===== config.mk =====
export PLATFORM = sky130hd
export DESIGN_NAME = mpe_core
export DESIGN_NICKNAME = d
export VERILOG_FILES = /design/src/rtl/mpe_pkg.sv /design/src/rtl/mpe_alu.sv /design/src/rtl/mpe_seq.sv /design/src/rtl/mpe_core.sv
export SDC_FILE = /design/constraint.sdc
export NUM_CORES = 2
export LEC_CHECK = 0
export BUFFER_PORTS_ARGS = -buffer_cell sky130_fd_sc_hd__clkbuf_2
export CELL_PAD_IN_SITES_DETAIL_PLACEMENT = 0
export CELL_PAD_IN_SITES_GLOBAL_PLACEMENT = 1
export CORE_ASPECT_RATIO = 0.9
export CORE_MARGIN = 4
export CORE_UTILIZATION = 51
export CTS_CLUSTER_SIZE = 14
export DETAILED_ROUTE_END_ITERATION = 8
export PLACE_DENSITY_LB_ADDON = 0.2
export RECOVER_POWER = 50
export REMOVE_ABC_BUFFERS = 1
export SLEW_MARGIN = 25
export SYNTH_ARGS = -nofsm -noshare
export SYNTH_HDL_FRONTEND = slang
export SYNTH_SLANG_ARGS = --single-unit
export TNS_END_PERCENT = 5

===== constraint.sdc =====
create_clock -name clk -period 13.85 [get_ports clk]
set_clock_uncertainty 0.05 [all_clocks]
set_input_delay 2.0775 -clock clk [delete_from_list [all_inputs] [get_ports clk]]
set_output_delay 2.0775 -clock clk [all_outputs]
set_load 0.01 [all_outputs]

===== src/rtl/mpe_pkg.sv =====
package mpe_pkg;
    localparam int OPW = 5;

    typedef enum logic [OPW-1:0] {
        OP_SKIP   = 5'd0,
        OP_OPEN   = 5'd1,
        OP_CLOSE  = 5'd2,
        OP_SETC   = 5'd3,
        OP_B2R    = 5'd4,
        OP_R2B    = 5'd5,
        OP_B2B    = 5'd6,
        OP_RES2B  = 5'd7,
        OP_B2A1   = 5'd8,
        OP_B2A2   = 5'd9,
        OP_B2MA   = 5'd10,
        OP_B2MD   = 5'd11,
        OP_MR2B   = 5'd12,
        OP_XNOP   = 5'd13,
        OP_XADD   = 5'd14,
        OP_XSUB   = 5'd15,
        OP_XMUL   = 5'd16,
        OP_CMPEQ  = 5'd17,
        OP_CMPGE  = 5'd18,
        OP_CMPLE  = 5'd19,
        OP_JUMP   = 5'd20,
        OP_WAIT   = 5'd21
    } op_e;

    typedef enum logic [1:0] {
        ST_OUTSIDE = 2'd0,
        ST_BUNDLE  = 2'd1,
        ST_HOLD    = 2'd2
    } st_e;
endpackage


===== src/rtl/mpe_alu.sv =====
module mpe_alu
    import mpe_pkg::*;
#(
    parameter int DW = 16
) (
    input  op_e          op,
    input  logic [DW-1:0] a,
    input  logic [DW-1:0] b,
    input  logic [DW-1:0] prev,
    output logic [DW-1:0] y
);
    always_comb begin
        case (op)
            OP_XADD: y = a + b;
            OP_XSUB: y = a - b;
            OP_XMUL: y = a * b;   // context width DW keeps the low bits
            default: y = prev;
        endcase
    end
endmodule


===== src/rtl/mpe_seq.sv =====
module mpe_seq
    import mpe_pkg::*;
#(
    parameter int PAW = 8,
    parameter int CW  = 16
) (
    input  logic           clk,
    input  logic           rst,
    input  op_e            op,
    input  logic [PAW-1:0] tgt,
    input  logic           uncond,
    input  logic [CW-1:0]  wait_val,
    input  logic           flag,
    output logic [PAW-1:0] pc,
    output logic           stage_en,
    output logic           commit
);
    st_e            state, state_n;
    logic [PAW-1:0] pc_n, jtgt, jtgt_n;
    logic           jpend, jpend_n;
    logic [CW-1:0]  step_cnt;
    logic           step_ok, take;

    assign step_ok = (step_cnt >= wait_val);
    assign take    = uncond | flag;

    always_ff @(posedge clk) begin
        if (rst) begin
            state    <= ST_OUTSIDE;
            pc       <= '0;
            jpend    <= 1'b0;
            jtgt     <= '0;
            step_cnt <= '0;
        end else begin
            state    <= state_n;
            pc       <= pc_n;
            jpend    <= jpend_n;
            jtgt     <= jtgt_n;
            step_cnt <= step_cnt + 1'b1;
        end
    end

    always_comb begin
        state_n  = state;
        pc_n     = pc;
        jpend_n  = jpend;
        jtgt_n   = jtgt;
        stage_en = 1'b0;
        commit   = 1'b0;
        unique case (state)
            ST_OUTSIDE: begin
                case (op)
                    OP_OPEN: begin
                        state_n = ST_BUNDLE;
                        jpend_n = 1'b0;
                        pc_n    = pc + 1'b1;
                    end
                    OP_JUMP: pc_n = take ? tgt : pc + 1'b1;
                    OP_WAIT: begin
                        if (step_ok) pc_n = pc + 1'b1;
                        else         state_n = ST_HOLD;
                    end
                    default: pc_n = pc + 1'b1;
                endcase
            end
            ST_BUNDLE: begin
                if (op == OP_CLOSE) begin
                    commit  = 1'b1;
                    state_n = ST_OUTSIDE;
                    pc_n    = jpend ? jtgt : pc + 1'b1;
                end else if (op == OP_JUMP) begin
                    if (take) begin
                        jpend_n = 1'b1;
                        jtgt_n  = tgt;
                    end
                    pc_n = pc + 1'b1;
                end else begin
                    stage_en = (op != OP_OPEN);
                    pc_n     = pc + 1'b1;
                end
            end
            ST_HOLD: begin
                if (op != OP_WAIT) begin
                    state_n = ST_OUTSIDE;
                end else if (step_ok) begin
                    state_n = ST_OUTSIDE;
                    pc_n    = pc + 1'b1;
                end
            end
            default: state_n = ST_OUTSIDE;
        endcase
    end

    AST_HOLD_KEEPS_PC: assert property (@(posedge clk) disable iff (rst)
        (state == ST_HOLD && op == OP_WAIT && !step_ok) |=> $stable(pc));

    AST_PC_AFTER_RESET: assert property (@(posedge clk) disable iff (rst)
        $past(rst) |-> (pc == '0));
endmodule


===== src/rtl/mpe_core.sv =====
module mpe_core
    import mpe_pkg::*;
#(
    parameter int DW   = 16,
    parameter int NBUF = 8,
    parameter int NREG = 8,
    parameter int PAW  = 8,
    parameter int CW   = 16,
    parameter int IW   = OPW + 3 * DW
) (
    input  logic           clk,
    input  logic           rst,
    output logic [PAW-1:0] prog_addr,
    input  logic [IW-1:0]  prog_word,
    output logic [DW-1:0]  mem_addr,
    output logic [DW-1:0]  mem_wdata,
    output logic           mem_we,
    input  logic [DW-1:0]  mem_rdata,
    output logic           cmp_flag
);
    localparam int BIW = $clog2(NBUF);
    localparam int RIW = $clog2(NREG);

    op_e           op;
    logic [DW-1:0] pa, pb, unused_pc;
    logic [BIW-1:0] pa_b, pb_b;
    logic [RIW-1:0] pa_r, pb_r;

    assign op        = op_e'(prog_word[IW-1 -: OPW]);
    assign pa        = prog_word[3*DW-1 -: DW];
    assign pb        = prog_word[2*DW-1 -: DW];
    assign unused_pc = prog_word[DW-1:0];
    assign pa_b      = pa[BIW-1:0];
    assign pb_b      = pb[BIW-1:0];
    assign pa_r      = pa[RIW-1:0];
    assign pb_r      = pb[RIW-1:0];

    // committed (_q) and staged (_n) copies of every storage element
    logic [DW-1:0] buf_q [NBUF];
    logic [DW-1:0] buf_n [NBUF];
    logic [DW-1:0] reg_q [NREG];
    logic [DW-1:0] reg_n [NREG];
    logic [DW-1:0] a1_q, a1_n, a2_q, a2_n, res_q, res_n;
    logic [DW-1:0] madr_q, madr_n, mdat_q, mdat_n;
    logic          flag_q, flag_n, wpend, we_q;
    logic          stage_en, commit, cmp_hit;
    logic [DW-1:0] alu_y, src_buf;

    assign src_buf = buf_q[pa_b];

    mpe_seq #(.PAW(PAW), .CW(CW)) u_seq (
        .clk      (clk),
        .rst      (rst),
        .op       (op),
        .tgt      (pa[PAW-1:0]),
        .uncond   (pb[0]),
        .wait_val (pa[CW-1:0]),
        .flag     (flag_q),
        .pc       (prog_addr),
        .stage_en (stage_en),
        .commit   (commit)
    );

    mpe_alu #(.DW(DW)) u_alu (
        .op   (op),
        .a    (a1_q),
        .b    (a2_q),
        .prev (res_q),
        .y    (alu_y)
    );

    always_comb begin
        case (op)
            OP_CMPEQ: cmp_hit = (src_buf == pb);
            OP_CMPGE: cmp_hit = (src_buf >= pb);
            OP_CMPLE: cmp_hit = (src_buf <= pb);
            default:  cmp_hit = flag_q;
        endcase
    end

    always_ff @(posedge clk) begin
        if (rst) begin
            for (int i = 0; i < NBUF; i++) begin
                buf_q[i] <= '0;
                buf_n[i] <= '0;
            end
            for (int i = 0; i < NREG; i++) begin
                reg_q[i] <= '0;
                reg_n[i] <= '0;
            end
            {a1_q, a1_n, a2_q, a2_n, res_q, res_n} <= '0;
            {madr_q, madr_n, mdat_q, mdat_n}       <= '0;
            {flag_q, flag_n, wpend, we_q}          <= '0;
        end else begin
            we_q <= 1'b0;
            if (commit) begin
                buf_q  <= buf_n;
                reg_q  <= reg_n;
                a1_q   <= a1_n;
                a2_q   <= a2_n;
                res_q  <= res_n;
                madr_q <= madr_n;
                mdat_q <= mdat_n;
                flag_q <= flag_n;
                we_q   <= wpend;
                wpend  <= 1'b0;
            end
            if (stage_en) begin
                case (op)
                    OP_SETC:  buf_n[pa_b] <= pb;
                    OP_B2R:   reg_n[pb_r] <= src_buf;
                    OP_R2B:   buf_n[pb_b] <= reg_q[pa_r];
                    OP_B2B:   buf_n[pb_b] <= src_buf;
                    OP_RES2B: buf_n[pb_b] <= res_q;
                    OP_B2A1:  a1_n        <= src_buf;
                    OP_B2A2:  a2_n        <= src_buf;
                    OP_B2MA:  madr_n      <= src_buf;
                    OP_B2MD: begin
                        mdat_n <= src_buf;
                        wpend  <= 1'b1;
                    end
                    OP_MR2B:  buf_n[pb_b] <= mem_rdata;
                    OP_XNOP, OP_XADD, OP_XSUB, OP_XMUL: res_n <= alu_y;
                    OP_CMPEQ, OP_CMPGE, OP_CMPLE:       flag_n <= cmp_hit;
                    default: ;
                endcase
            end
        end
    end

    assign mem_addr  = madr_q;
    assign mem_wdata = mdat_q;
    assign mem_we    = we_q;
    assign cmp_flag  = flag_q;

    AST_WE_ONE_CYCLE: assert property (@(posedge clk) disable iff (rst)
        mem_we |=> !mem_we);

    AST_FROZEN_BETWEEN_COMMITS: assert property (@(posedge clk) disable iff (rst)
        !commit |=> ($stable(flag_q) && $stable(madr_q) && $stable(mdat_q) && $stable(res_q)));

    AST_WE_NEEDS_COMMIT: assert property (@(posedge clk) disable iff (rst)
        !commit |=> !mem_we);
endmodule


### Word level (Yosys, flattened, before mapping)

Index checks and enable logic that the tools add are counted.

| word-level totals | value |
|---|---|
| register bits | 711 |
| latch bits | 0 |
| bits in writable memories | 0 |
| memory bits (read-only) | 0 |
| output and inout port bits | 42 |
| logic and storage cells | 169 |
| memories kept | 0 |

| cells by class | value |
|---|---|
| add/sub/neg operators | 4 |
| $mul | 1 |
| div/mod/pow operators | 0 |
| magnitude comparators | 7 |
| equality and inequality tests | 35 |
| shifts and indexed selects | 0 |
| mux-type cells | 45 |
| bitwise gates (word level) | 5 |
| reductions and logical operators | 21 |

Operators with widths:

| kind | count |
|---|---|
| $bwmux 128 | 6 |
| $pmux 128 s5 | 1 |
| $bmux 16 s3 | 2 |
| $demux 16 s3 | 2 |
| $mux 16 | 6 |
| $pmux 16 s3 | 1 |
| $eq 5x4->1 const B | 8 |
| $mux 8 | 5 |
| $ge 16x16->1 | 2 |
| $eq 5x5->1 const B | 6 |
| $pmux 8 s3 | 1 |
| $eq 5x3->1 const B | 4 |
| $reduce_and 2->1 | 9 |
| $add 16x1->16 const B | 1 |
| $add 16x16->16 | 1 |
| $eq 16x16->1 | 1 |
| $le 16x16->1 | 1 |
| $mul 16x16->16 | 1 |
| $pmux 8 s2 | 1 |
| $sub 16x16->16 | 1 |
| $mux 1 | 12 |
| $eq 5x2->1 const B | 2 |
| $add 8x1->8 const B | 1 |
| $ge 4x4->1 const B | 2 |
| 28 further kinds | 41 |

### Depth between registers and ports, before layout

| logic depth | value |
|---|---|
| depth in word-level cells | 7 |
| depth in mapped cells | 24 |

### Hierarchy

A second synthesis with hierarchy kept.

| second synthesis, totals | value |
|---|---|
| cell total of the unflattened synthesis | 4034 |
| area total of the unflattened synthesis | 35968.2 um^2 |

By module, submodules not included:

| module | instances | cells an instance | area each (um^2) |
|---|---|---|---|
| mpe_core | 1 | 3021 | 27978.1 |
| mpe_alu | 1 | 648 | 5151.2 |
| mpe_seq | 1 | 365 | 2839.0 |

### Least setup slack after synthesis

OpenSTA, ideal clock, no wires.

| timing | value |
|---|---|
| kind | reg2reg |
| start point | register a2_q[1] |
| end point | register res_n[15] |
| setup time | 117 ps |
| data arrival time | 5356 ps |
| data required time | 13683 ps |
| path slack | 8327 ps |
| cell stages (with the launch flop) | 21 |
| clock period less this slack | 5523 ps |
| path through | dfxtp_1 > clkbuf_1 > clkbuf_1 > nand2_1 > fa_1 > fa_1 > inv_1 > fa_1 > inv_1 > fa_1 > fa_1 > fa_1 > inv_1 > ha_1 > nand2_1 > a21oi_1 > a41o_1 > o41ai_1 > xnor2_1 > nand2_1 > a32o_1 |

| on the way | value |
|---|---|
| cells in the longest elaborated chain, start to end | 2 |

RTL lines:

| item | RTL line | RTL |
|---|---|---|
| from (decl) | mpe_core.sv:43 | `logic [DW-1:0] a1_q, a1_n, a2_q, a2_n, res_q, res_n;` |
| from (signal assigned) | mpe_core.sv:100 | `a2_q <= a2_n;` |
| $mul 16x16->16, or another cell as far along | mpe_alu.sv:16 | `OP_XMUL: y = a * b;` |
| $pmux 16 s3 * | mpe_alu.sv:13 | `case (op)` |
| to (signal assigned) | mpe_core.sv:123 | `OP_XNOP, OP_XADD, OP_XSUB, OP_XMUL: res_n <= alu_y;` |
| to (decl) | mpe_core.sv:43 |  |

Every way passes the cells marked *; elsewhere a longest branch is shown, timed or not.
A chain may end at the register's enable or synchronous reset.

### Worst setup path in the final report

| timing | value |
|---|---|
| start point | input prog_word[34] |
| end point | register flag_n |

| on the way | value |
|---|---|
| cells in the longest elaborated chain, start to end | 6 |

RTL lines:

| item | RTL line | RTL |
|---|---|---|
| from (decl) | mpe_core.sv:14 | `input logic [IW-1:0] prog_word,` |
| $not 3->4 (not written as such) * | mpe_core.sv:49 | `assign src_buf = buf_q[pa_b];` |
| $bmux 16 s3 * | mpe_core.sv:49 |  |
| $mux 16 (not written as such) * (2 in a row) | mpe_core.sv:49 |  |
| via src_buf[8] | mpe_core.sv:47 | `logic [DW-1:0] alu_y, src_buf;` |
| $le 16x16->1, or another cell as far along | mpe_core.sv:76 | `OP_CMPLE: cmp_hit = (src_buf <= pb);` |
| $pmux 1 s3 * | mpe_core.sv:73 | `case (op)` |
| to (signal assigned) | mpe_core.sv:124 | `OP_CMPEQ, OP_CMPGE, OP_CMPLE: flag_n <= cmp_hit;` |
| to (decl) | mpe_core.sv:45 | `logic flag_q, flag_n, wpend, we_q;` |

The timed path passes the listed nets; every way through them passes the cells marked *. The select of a mux whose other input is x is not followed.

==> summary.md <==
| Metric | Value |
|---|---|
| Status | finished with violations |
| Failing checks | capacitance limit, slew limit |
| Filler instances | 6580 |
| Initial Utilization | 51.5% |
| Final wirelength | 112000 um |
| Via count | 31200 |
| Period Utilization, post-route | 67.6% |
| GR Util All Layers | 29.4% |
| RSZ-0062 raised after global routing | no |
| Die Wd | 285 um |
| Reg2Reg Depth | 8 |
| Slew at the pin closest to its max-slew limit | 3870 ps |
| CTS tree | built |
| Clk slew on worst S/H paths | 60 ps |
| Total chip power | 4.39 mW |
| N_diodes | 0 |
| Die ar. | 0.0735 mm^2 |
| R2r setup slk | 6600 ps |
| Top post-synthesis cells by area | dfxtp_1, a21oi_1, nand2_1 |
| Syn-to-layout area delta | 9.69% |
| #FFs+latches synth | 711 |
| Top cell type's share of synthesized area | 40.3% |
| Gpl congestion | 0.864 |
| Cts hold-fix bufs | 0 |
| Setup TNS | 0 ps |
| DRT Pass-1 Iters | 7 |
| Rel. slew slack | -158% |
| Ys flop type | dfxtp_1 |
| Final Hold Vio Count | 0 |
| Syn avg cell area | 7.94 um^2 |
| Vias in the first global route | 28900 |
| Critical Path RT | 14330 ps |
| CTS Buf Count | 77 |
| I/O pins | 113 |
| Leakage | 13.4 nW |
| Detail Placement HPWL | 68000 um |
| # resized after CTS | 0 |
| Clock latency on the worst-skew pair | 640 ps |
| Initial antenna violation count | 1 |
| Synth cell count leaders | nand2_1, dfxtp_1, a21oi_1 |
| Power Dens Cells | 113 mW/mm^2 |
| Clock sinks | 711 |
| Post-Syn Area | 0.0353 mm^2 |
| GRT overflow | 0 |
| DIE HEIGHT | 258 um |
| Async S/R FF share, synth | 0% |
| Worst VDD drop | 94.3 uV |
| Worst Hold Depth | 2 |
| CTS Root Cell | clkbuf_16 |
| Max H-tree Level | 3 |
| Core Footprint | 0.0685 mm^2 |
| Vias per cell | 5.87 |
| Register area share after synthesis | 40.3% |
| CP Max Fanout | 26 |
| Setup Viol. Count Final | 0 |
| Max Slew Vio Count | 599 |
| Share of post-route cells with drive strength above 1 | 7.36% |
| Setup CP Type | input pin to register |
| Area leader, netlist | dfxtp_1 |
| Most used standard cell by instance count after synthesis | nand2_1 |
| First-pass GRT wire length | 172000 um |
| Yosys warning total | 0 |
| Max_cap viols | 17 |
| FP Rows | 91 |
| Synth Instances | 4446 |
| DR iter-0 viols | 3138 |
| Tightest Hold Check Type | register to register |
| Minimum clock period | 9370 ps |
| Max Buffers Root-to-Sink | 3 |
| Post-route ant nets | 0 |
| EDFF count, synth | 0 |
| Fmax | 0.107 GHz |
| Startpoint type of the worst setup path | input pin |
| Drt drc | 0 |
| Buffers on Ports | 96 |
| Setup crit end kind | register |
| Worst EP arrival | 9850 ps |
| Routed len/inst | 21.0 um |
| Post-CTS setup buffers | 0 |
| Synth cell types | 81 |
| Layout Nets | 4583 |
| Pin count of the biggest net entering global routing | 200 |
[worst max-delay path, stage by stage]
cell and delay, ps:
clkbuf_1 1320, clkbuf_1 1630, nor2b_1 310, a21oi_1 260, a21oi_1 120, a21oi_1 1960, inv_1 150, ha_1 290
a21o_1 180, a21o_1 170, a21oi_1 130, nor2b_1 50, o21ai_0 170, o211ai_1 110, o21ai_0 510, xor2_1 130
a211oi_1 250
[cell usage in the layout (no fill, tap or decap), drive strengths merged, types with 18 or more instances in the layout]
cell type,n
a21oi,664
a22oi,67
o21ai,192
a221oi,42
dfxtp,711
clkinv,21
mux2i,18
nand3,37
xnor2,56
fa,81
o21a,22
clkbuf,226
nor3,25
and2,65
inv,178
buf,63
xor2,30
nand2,839
ha,104
a211oi,318
nor2,415
[registers in the layout, indices dropped and copies added, names as in the netlist, 16 cells and up]
register and count:
mem_wdata 16, buf_n 128, reg_n 128, a2_n 16, madr_n 16, mdat_n 16, res_q 16, res_n 16
mem_addr 16, a2_q 16, a1_q 16, buf_q 128, reg_q 128, u_seq.step_cnt 16, a1_n 16
[final timing paths]
kind	from	to
worst max-delay path	prog_word[34]	flag_n
worst min-delay path	a1_n[4]	a1_q[4]
worst max register to register	u_seq.state[1]	reg_q[64]
worst min register to register	a1_n[4]	a1_q[4]
[through the flow]
step	setup slack (ps)	hold WS, ps	instance area (um^2)	utilization [%]	cells
3_3_place_gp	7130	386	36300	52.9	5177
3_5_place_dp	7120	391	36300	52.9	5177
2_1_floorplan	4420	373	33800	-	4067
6_report	4480	392	38700	56.5	5318
4_1_cts	7750	394	38900	56.7	5317
5_1_grt	4250	409	38700	56.5	5318
[power by group]
group	leakage, nW	internal [mW]	switching (mW)
logic	6.40	0.0488	0.161
registers	5.73	2.05	0.00567
clock network	1.28	1.24	0.888
total	13.4	3.33	1.05
[routing by layer]
metal | track usage (%) | wire (um)
met4 | 7.18 | 2560
met5 | 0 | 9
met2 | 45.4 | 49100
met3 | 4.93 | 8090
met1 | 43.2 | 52000
[cells by family (layout without fill, tap and decap cells)]
family                     after synthesis  after routing  synth area share, %
DFF                                    711            711                 40.3
buffers and inverters                  556            498                 6.19
xor gates and xnor gates                86             86                 2.13
AOI/OAI and AO/OA                     1407           1407                 24.3
muxes                                   40             40                 1.60
adders and majority gates              185            185                 8.28
and+or+nand+nor                       1461           1461                 17.1
[layout make-up]
class / count / area (um^2) / area share [%]
Clock buffer: 108 / 2200 / 5.69
Inverter: 177 / 666 / 1.72
Multi-Input combinational cell: 3179 / 19000 / 49.1
Timing Repair Buffer: 181 / 1020 / 2.64
Tap cell: 930 / 1160 / 3.01
Clock inverter: 32 / 405 / 1.05
Sequential cell: 711 / 14200 / 36.8
(Power assumes the default switching activity.)
